`config.mk`:
```
export PLATFORM = sky130hd
export DESIGN_NAME = cable_connect_ctrl
export DESIGN_NICKNAME = d
export VERILOG_FILES = /design/src/rtl/cdb_pkg.sv /design/src/rtl/cdb_sync.sv /design/src/rtl/cdb_debounce.sv /design/src/rtl/cdb_enables.sv /design/src/rtl/cable_connect_ctrl.sv
export SDC_FILE = /design/constraint.sdc
export NUM_CORES = 1
export LEC_CHECK = 0
export ABC_AREA = 1
export ABC_CLOCK_PERIOD_IN_PS = 3360
export BUFFER_PORTS_ARGS = -buffer_cell sky130_fd_sc_hd__buf_2
export CAP_MARGIN = 30
export CORE_AREA = 4 4 41 43
export DETAILED_ROUTE_END_ITERATION = 8
export DIE_AREA = 0 0 45 47
export SETUP_SLACK_MARGIN = 0.15
export SYNTH_ARGS = -nofsm -noshare
export SYNTH_HDL_FRONTEND = slang
export SYNTH_SLANG_ARGS = --single-unit
```
`constraint.sdc`:
```
create_clock -name clk -period 3.36 [get_ports clk]
set_clock_uncertainty 0.2 [all_clocks]
set_input_delay 0.168 -clock clk [delete_from_list [all_inputs] [get_ports clk]]
set_output_delay 0.168 -clock clk [all_outputs]
set_load 0.02 [all_outputs]
```
`src/rtl/cdb_pkg.sv`:
```
package cdb_pkg;

    typedef enum logic [1:0] {
        LNK_DOWN   = 2'd0,
        LNK_SETTLE = 2'd1,
        LNK_UP     = 2'd2
    } link_state_e;

    // Enable bundle sent to the analog port
    typedef struct packed {
        logic tx;
        logic rx;
        logic bias;
    } port_en_t;

    // Conditions that may block the enables
    typedef struct packed {
        logic power_down;
        logic reset_n;
        logic tx_block;
        logic rx_block;
        logic inactive;
    } en_ctl_t;

    function automatic port_en_t gate_enables(en_ctl_t c);
        port_en_t e;
        e.tx   = !c.power_down && c.reset_n && !c.inactive && !c.tx_block;
        e.rx   = !c.power_down && !c.inactive && !c.rx_block;
        e.bias = !c.power_down && c.reset_n;
        return e;
    endfunction

    function automatic int unsigned cnt_width(int unsigned n);
        return (n > 1) ? $clog2(n) : 1;
    endfunction

endpackage

```
`src/rtl/cdb_sync.sv`:
```
module cdb_sync #(
    parameter int unsigned STAGES = 2
) (
    input  logic clk,
    input  logic rst_n,
    input  logic d,
    output logic q
);
    logic [STAGES-1:0] chain;

    generate
        if (STAGES == 1) begin : g_single
            always_ff @(posedge clk) begin
                if (!rst_n) chain <= '0;
                else        chain <= d;
            end
        end else begin : g_multi
            always_ff @(posedge clk) begin
                if (!rst_n) chain <= '0;
                else        chain <= {chain[STAGES-2:0], d};
            end
        end
    endgenerate

    assign q = chain[STAGES-1];
endmodule

```
`src/rtl/cdb_debounce.sv`:
```
module cdb_debounce
    import cdb_pkg::*;
#(
    parameter int unsigned DEBOUNCE_CYCLES = 16
) (
    input  logic clk,
    input  logic rst_n,
    input  logic level,
    output logic link,
    output logic pulse
);
    localparam int unsigned CW = cnt_width(DEBOUNCE_CYCLES);
    localparam logic [CW-1:0] LAST = CW'(DEBOUNCE_CYCLES - 1);

    link_state_e   state_q;
    logic [CW-1:0] cnt_q;
    logic          pulse_q;

    always_ff @(posedge clk) begin
        if (!rst_n) begin
            state_q <= LNK_DOWN;
            cnt_q   <= '0;
            pulse_q <= 1'b0;
        end else begin
            pulse_q <= 1'b0;
            if (!level) begin
                // dropout: immediate down, window restarts
                state_q <= LNK_DOWN;
                cnt_q   <= '0;
            end else if (state_q != LNK_UP) begin
                if (cnt_q == LAST) begin
                    state_q <= LNK_UP;
                    cnt_q   <= '0;
                    pulse_q <= 1'b1;
                end else begin
                    state_q <= LNK_SETTLE;
                    cnt_q   <= cnt_q + 1'b1;
                end
            end
        end
    end

    // A fall of the synchronized level clears the link in the same cycle
    assign link  = (state_q == LNK_UP) && level && rst_n;
    assign pulse = pulse_q && link;
endmodule

```
`src/rtl/cdb_enables.sv`:
```
module cdb_enables
    import cdb_pkg::*;
(
    input  en_ctl_t  ctl,
    output port_en_t en
);
    always_comb en = gate_enables(ctl);
endmodule

```
`src/rtl/cable_connect_ctrl.sv`:
```
module cable_connect_ctrl
    import cdb_pkg::*;
#(
    parameter int unsigned DEBOUNCE_CYCLES = 16,
    parameter int unsigned SYNC_STAGES     = 2
) (
    input  logic clk,
    input  logic port_reset_n,
    input  logic power_down,
    input  logic tx_disable,
    input  logic rx_disable,
    input  logic cable_bias_raw,
    output logic link_up,
    output logic cable_inactive,
    output logic bus_reset_req,
    output logic tx_enable,
    output logic rx_enable,
    output logic bias_enable
);
    logic     sync_level;
    en_ctl_t  ctl;
    port_en_t en;

    cdb_sync #(.STAGES(SYNC_STAGES)) u_sync (
        .clk   (clk),
        .rst_n (port_reset_n),
        .d     (cable_bias_raw),
        .q     (sync_level)
    );

    cdb_debounce #(.DEBOUNCE_CYCLES(DEBOUNCE_CYCLES)) u_deb (
        .clk   (clk),
        .rst_n (port_reset_n),
        .level (sync_level),
        .link  (link_up),
        .pulse (bus_reset_req)
    );

    assign cable_inactive = !link_up;

    always_comb begin
        ctl.power_down = power_down;
        ctl.reset_n    = port_reset_n;
        ctl.tx_block   = tx_disable;
        ctl.rx_block   = rx_disable;
        ctl.inactive   = cable_inactive;
    end

    cdb_enables u_en (
        .ctl (ctl),
        .en  (en)
    );

    assign tx_enable   = en.tx;
    assign rx_enable   = en.rx;
    assign bias_enable = en.bias;
endmodule

```
# == Yosys cells after proc, flatten, opt, wreduce, memory -nomap -nowiden ==
# Cells that the tools add are included.
# totals
register_bits,9
in_bits,6
out_inout_bits,6
elab_cells,25
# op_classes
reduce_logical,14
mux,3
add_sub_neg,1
eq_ne,3
# op_table
cell,count
$logic_and A1 B1 Y1,8
$add A4 B1 Y4 const B,1
$eq A4 B4 Y1 const B,1
$logic_not A1 Y1,4
$mux W4,1
$reduce_and A3 Y1,1
$eq A2 B2 Y1 const B,1
$mux W2,1
$ne A2 B2 Y1 const B,1
$reduce_and A2 Y1,1
$mux W1,1

# == Logic depth before layout (Yosys ltp) ==
# logic_depth
word_depth,5
depth_mapped,6
ltp_nobuf,6

# == Modules after synthesis ==
# Synthesis repeated with hierarchy kept, for this count alone.
# hier_totals
cells_unflattened,57
area_unflattened_um2,424.2
# modules_own_cells
module,cells_each,seq_area_each_um2,area_each_um2,instances
cdb_debounce,41,140.1,331.6,1
cdb_sync,6,40.0,55.1,1
cdb_enables,9,0.0,33.8,1
cable_connect_ctrl,1,0.0,3.8,1

# == Least setup slack after synthesis ==
# OpenSTA, ideal clock, no wires.
# synth_path
path_kind,reg2out
from,reg u_deb.state_q[0]
to,out bus_reset_req
stages_incl_launch_ff,6
arrival_time_ns,1.100
path_slack_ns,1.892
path_buffers,0
cell_sequence,dfxtp_1 -> inv_1 -> nand2_2 -> nor2_4 -> inv_1 -> nor2_1
# synth_via
elab_chain_len,4
# synth_lines
element,line_no,rtl
from (decl),cdb_debounce.sv:15,link_state_e state_q;
from (signal assigned),cdb_debounce.sv:21,state_q <= LNK_DOWN;
from (signal assigned),cdb_debounce.sv:28,state_q <= LNK_DOWN;
from (signal assigned),cdb_debounce.sv:32,state_q <= LNK_UP;
$eq A2 B2 Y1,cdb_debounce.sv:44,assign link = (state_q == LNK_UP) && level && rst_n;
$logic_and A1 B1 Y1 (2 in series),cdb_debounce.sv:44,
net link_up,cable_connect_ctrl.sv:13,"output logic link_up,"
$logic_and A1 B1 Y1,cdb_debounce.sv:45,assign pulse = pulse_q && link;
to (decl),cable_connect_ctrl.sv:15,"output logic bus_reset_req,"
# The timed path passes the listed nets, and every way through them passes these cells.

# == Worst setup path after layout ==
# layout_path
from,in port_reset_n
to,out rx_enable
# layout_via
elab_chain_len,3
# layout_lines
element,line_no,rtl
from (decl),cable_connect_ctrl.sv:8,"input logic port_reset_n,"
$logic_and A1 B1 Y1,cdb_debounce.sv:44,
$logic_and A1 B1 Y1 (2 in series),cdb_pkg.sv:28,e.rx = !c.power_down && !c.inactive && !c.rx_block;
to (decl),cable_connect_ctrl.sv:17,"output logic rx_enable,"
# Every way passes these cells.

==> flow_summary_export.csv <==
group,metric,value,unit
hold_path,whs_path_depth,2,
place,dp_slack,2047,ps
timing,worst_slew_pin_slew,197.6,ps
timing,finalSetupViolCount,0,
power_and_ir_drop,p_int,160.4,uW
synthesis,yosysWarnings,0,
setup_path,worstSetupPathType,"input port to output pin",
clock_network,clk_latency,260,ps
drt,ant_nets,0,
place,hpwl,539.4,um
power_and_ir_drop,p_sw_share,21.12,%
setup_path,crit-reg2reg-launch,"u_deb.cnt_q[0]$_SDFFE_PN0P_",
power_and_ir_drop,p_clk_share,40.7,%
synthesis,synth-simple-area-share,31.92,%
die,die_y,47,um
run_status,status,"finished, final reports clean",
power_and_ir_drop,power.leakage,0.0002461,uW
power_and_ir_drop,total_power,203.3,uW
timing,grt_setup_unrepaired,"false",
timing,slew_headroom,86.78,%
timing,finalCritPeriodShare,52.25,%
clock_network,cts_root_buffer,"clkbuf_4",
cells_and_area,fin_util,39.52,%
synthesis,synth_most_common_cell,"inv_1",
synthesis,synth_top_area_cell,"dfxtp_1",
grt,grt_max_degree,10,
synthesis,yosys-top-cells-area,"dfxtp_1 (47%), inv_1 (11%), nand2_1 (9.8%), nor2_1 (8.8%), a21oi_1 (3.9%)",
clock_network,cts.path.max_buffers,2,
synthesis,synth_fa_ha_area_share,3.257,%
power_and_ir_drop,power_density,395.4,mW/mm^2
synthesis,synthFlopType,"dfxtp_1",
hold_path,worst_hold_path_type,"register to register",
setup_path,crit_path_end_kind,"output pin",
grt,grt_usage,8.406,%
drt,drc_errors,0,
grt,antenna_found_initial,0,
drt,drt-vias-per-instance,4.140,
hold_path,hp-start,"u_sync.chain[0]$_SDFF_PN0_",
die,die_w,45,um
setup_path,start_kind,"input port",
synthesis,async_reset_ff_share,0,%
drt,firstDrtPassIters,5,
clock_network,cts_made_buffers,3,
power_and_ir_drop,p_comb_share,5.5,%
grt,grt_overflow,0,
flow_run,cap_violations,0,
timing,hold_viol_final,0,
setup_path,rr_worst_depth,5,
drt,wirelength,724,um
die,start_util,29.52,%
synthesis,synthMuxAreaShare,0,%
drt,wl_per_cell,8.419,um
synthesis,synth_xor_area_share,0,%
clock_network,h-tree-depth,1,
timing,fin_tns_setup,0,ps
cells_and_area,area_growth,33.88,%
synthesis,synth_compound_area_share,7.166,%
cells_and_area,diodes,0,
clock_network,clk_pin_slew,60,ps
synthesis,synth_edf_count,0,
drt,drt_iter0_drc,2,
cells_and_area,drive_gt1_share,23.94,%
clock_network,cts_setup_buffers,0,
place,portBuffers,11,
synthesis,synth_cell_type_count,12,
place,globalplace.congestion,0.7146,
power_and_ir_drop,ir_drop,0.2166,mV
setup_path,crit_path_start,"port_reset_n",
synthesis,syn_nets,60,
power_and_ir_drop,power.switching,42.94,uW
die,dieArea,0.002115,mm^2
synthesis,synth_seq_cells,9,
synthesis,synth.top_cells.by_count,"inv_1 (11), nand2_1 (10), dfxtp_1 (9), nor2_1 (9)",
die,core.rowCount,13,
timing,layout_min_cycle_time,1756,ps
synthesis,synth_top_area_share,46.91,%
clock_network,cts.sinks,9,
timing,slew_viol_final,0,
cells_and_area,finalNetCount,79,
grt,grt_pass1_wl,1186,um
power_and_ir_drop,p_seq_share,53.8,%
setup_path,cp_data_required_time,2990,ps
timing,whs,231.9,ps
setup_path,path_max_fanout,7,
synthesis,syn_area_per_cell,7.248,um^2
synthesis,synth_top_family_by_area,"simple AND/OR/NAND/NOR gates",
clock_network,cts_tree,"done",
drt,vias,356,
grt,grt_pass1_vias,312,
synthesis,syn_area,384.1,um^2
synthesis,syn_inst,53,
synthesis,yosysSeqAreaShare,46.91,%
die,coreArea,0.001301,mm^2
timing,fmax,0.5696,GHz
die,ios,12,
setup_path,cp.arrival,1390,ps
timing,worst_slack,1604,ps
[routing by layer]
metal	share of wire, %	global-route usage (%)	routed length, um
met1	43	8.276	313
met2	45	12.99	324
met3	11	3.448	81
met4	0.55	8.772	4
met5	0	0	0
[stage by stage]
stage	cell area, um^2	cells
2_1_floorplan	384.1	53
3_3_place_gp	457.9	79
3_5_place_dp	457.9	79
4_1_cts	514.2	86
5_1_grt	514.2	86
6_report	514.2	86
[worst max-delay path, cell delays in order]
cell	delay [ps]
dlygate4sd3_1	520
buf_2	130
nand2_2	120
nor2_4	140
nand2_1	70
nor2_1	80
buf_2	160
[cells by family (layout without fill, tap and decap cells)]
| family | count (synthesis) | count (layout) |
|---|---|---|
| adder cells (fa/ha/maj) | 1 | 1 |
| AO/OA/AOI/OAI | 5 | 5 |
| AND/OR/NAND/NOR | 27 | 27 |
| flip-flops | 9 | 9 |
| buffers and inverters | 11 | 29 |
[flip-flops by register name, indices dropped and copies added, names as in the netlist]
name	flops
u_sync.chain	2
u_deb.state_q	2
u_deb.cnt_q	4
u_deb.pulse_q	1
[cell type report]
cell class	instances	area, um^2
flip-flops and latches	9	180.2
inverters	11	41.29
clock buffers	4	26.28
multi-input cells	33	162.7
repair buffers	14	85.08
fillers	152	787.0
well taps	15	18.77
[repair_timing]
action | in CTS | in global routing
hold buffers | 3 | 0
resized for setup | 0 | 0
endpoints found under the hold margin | 2 | 0
[power by group through the flow]
stage | clock network (uW) | logic, uW | registers, uW
after global placement | 0 | 8.58 | 112
after floorplan | 0 | 4.31 | 112
after global routing | 92.5 | 12.4 | 110
after CTS | 86.0 | 11.3 | 109
final | 82.7 | 11.2 | 109
after detailed placement | 0 | 8.65 | 112
[layout by cell type, fill, tap and decap left out]
| master | n |
|---|---|
| ha_1 | 1 |
| clkbuf_4 | 3 |
| o21ai_0 | 1 |
| a21oi_1 | 3 |
| dlygate4sd3_1 | 3 |
| nand2_2 | 2 |
| nand3_1 | 3 |
| nor2_1 | 9 |
| nand4_1 | 2 |
| nor2_4 | 1 |
| clkbuf_1 | 1 |
| inv_1 | 11 |
| buf_2 | 11 |
| nand2_1 | 10 |
| dfxtp_1 | 9 |
| o21a_1 | 1 |
[worst paths after layout]
check / slack (ps) / to
worst max register to register: 2030 / u_deb.cnt_q[0]$_SDFFE_PN0P_
worst min-delay path: 230 / u_sync.chain[1]$_SDFF_PN0_
worst min register to register: 230 / u_sync.chain[1]$_SDFF_PN0_
worst max-delay path: 1600 / rx_enable
No activity file was read; power rests on OpenSTA's default activity.
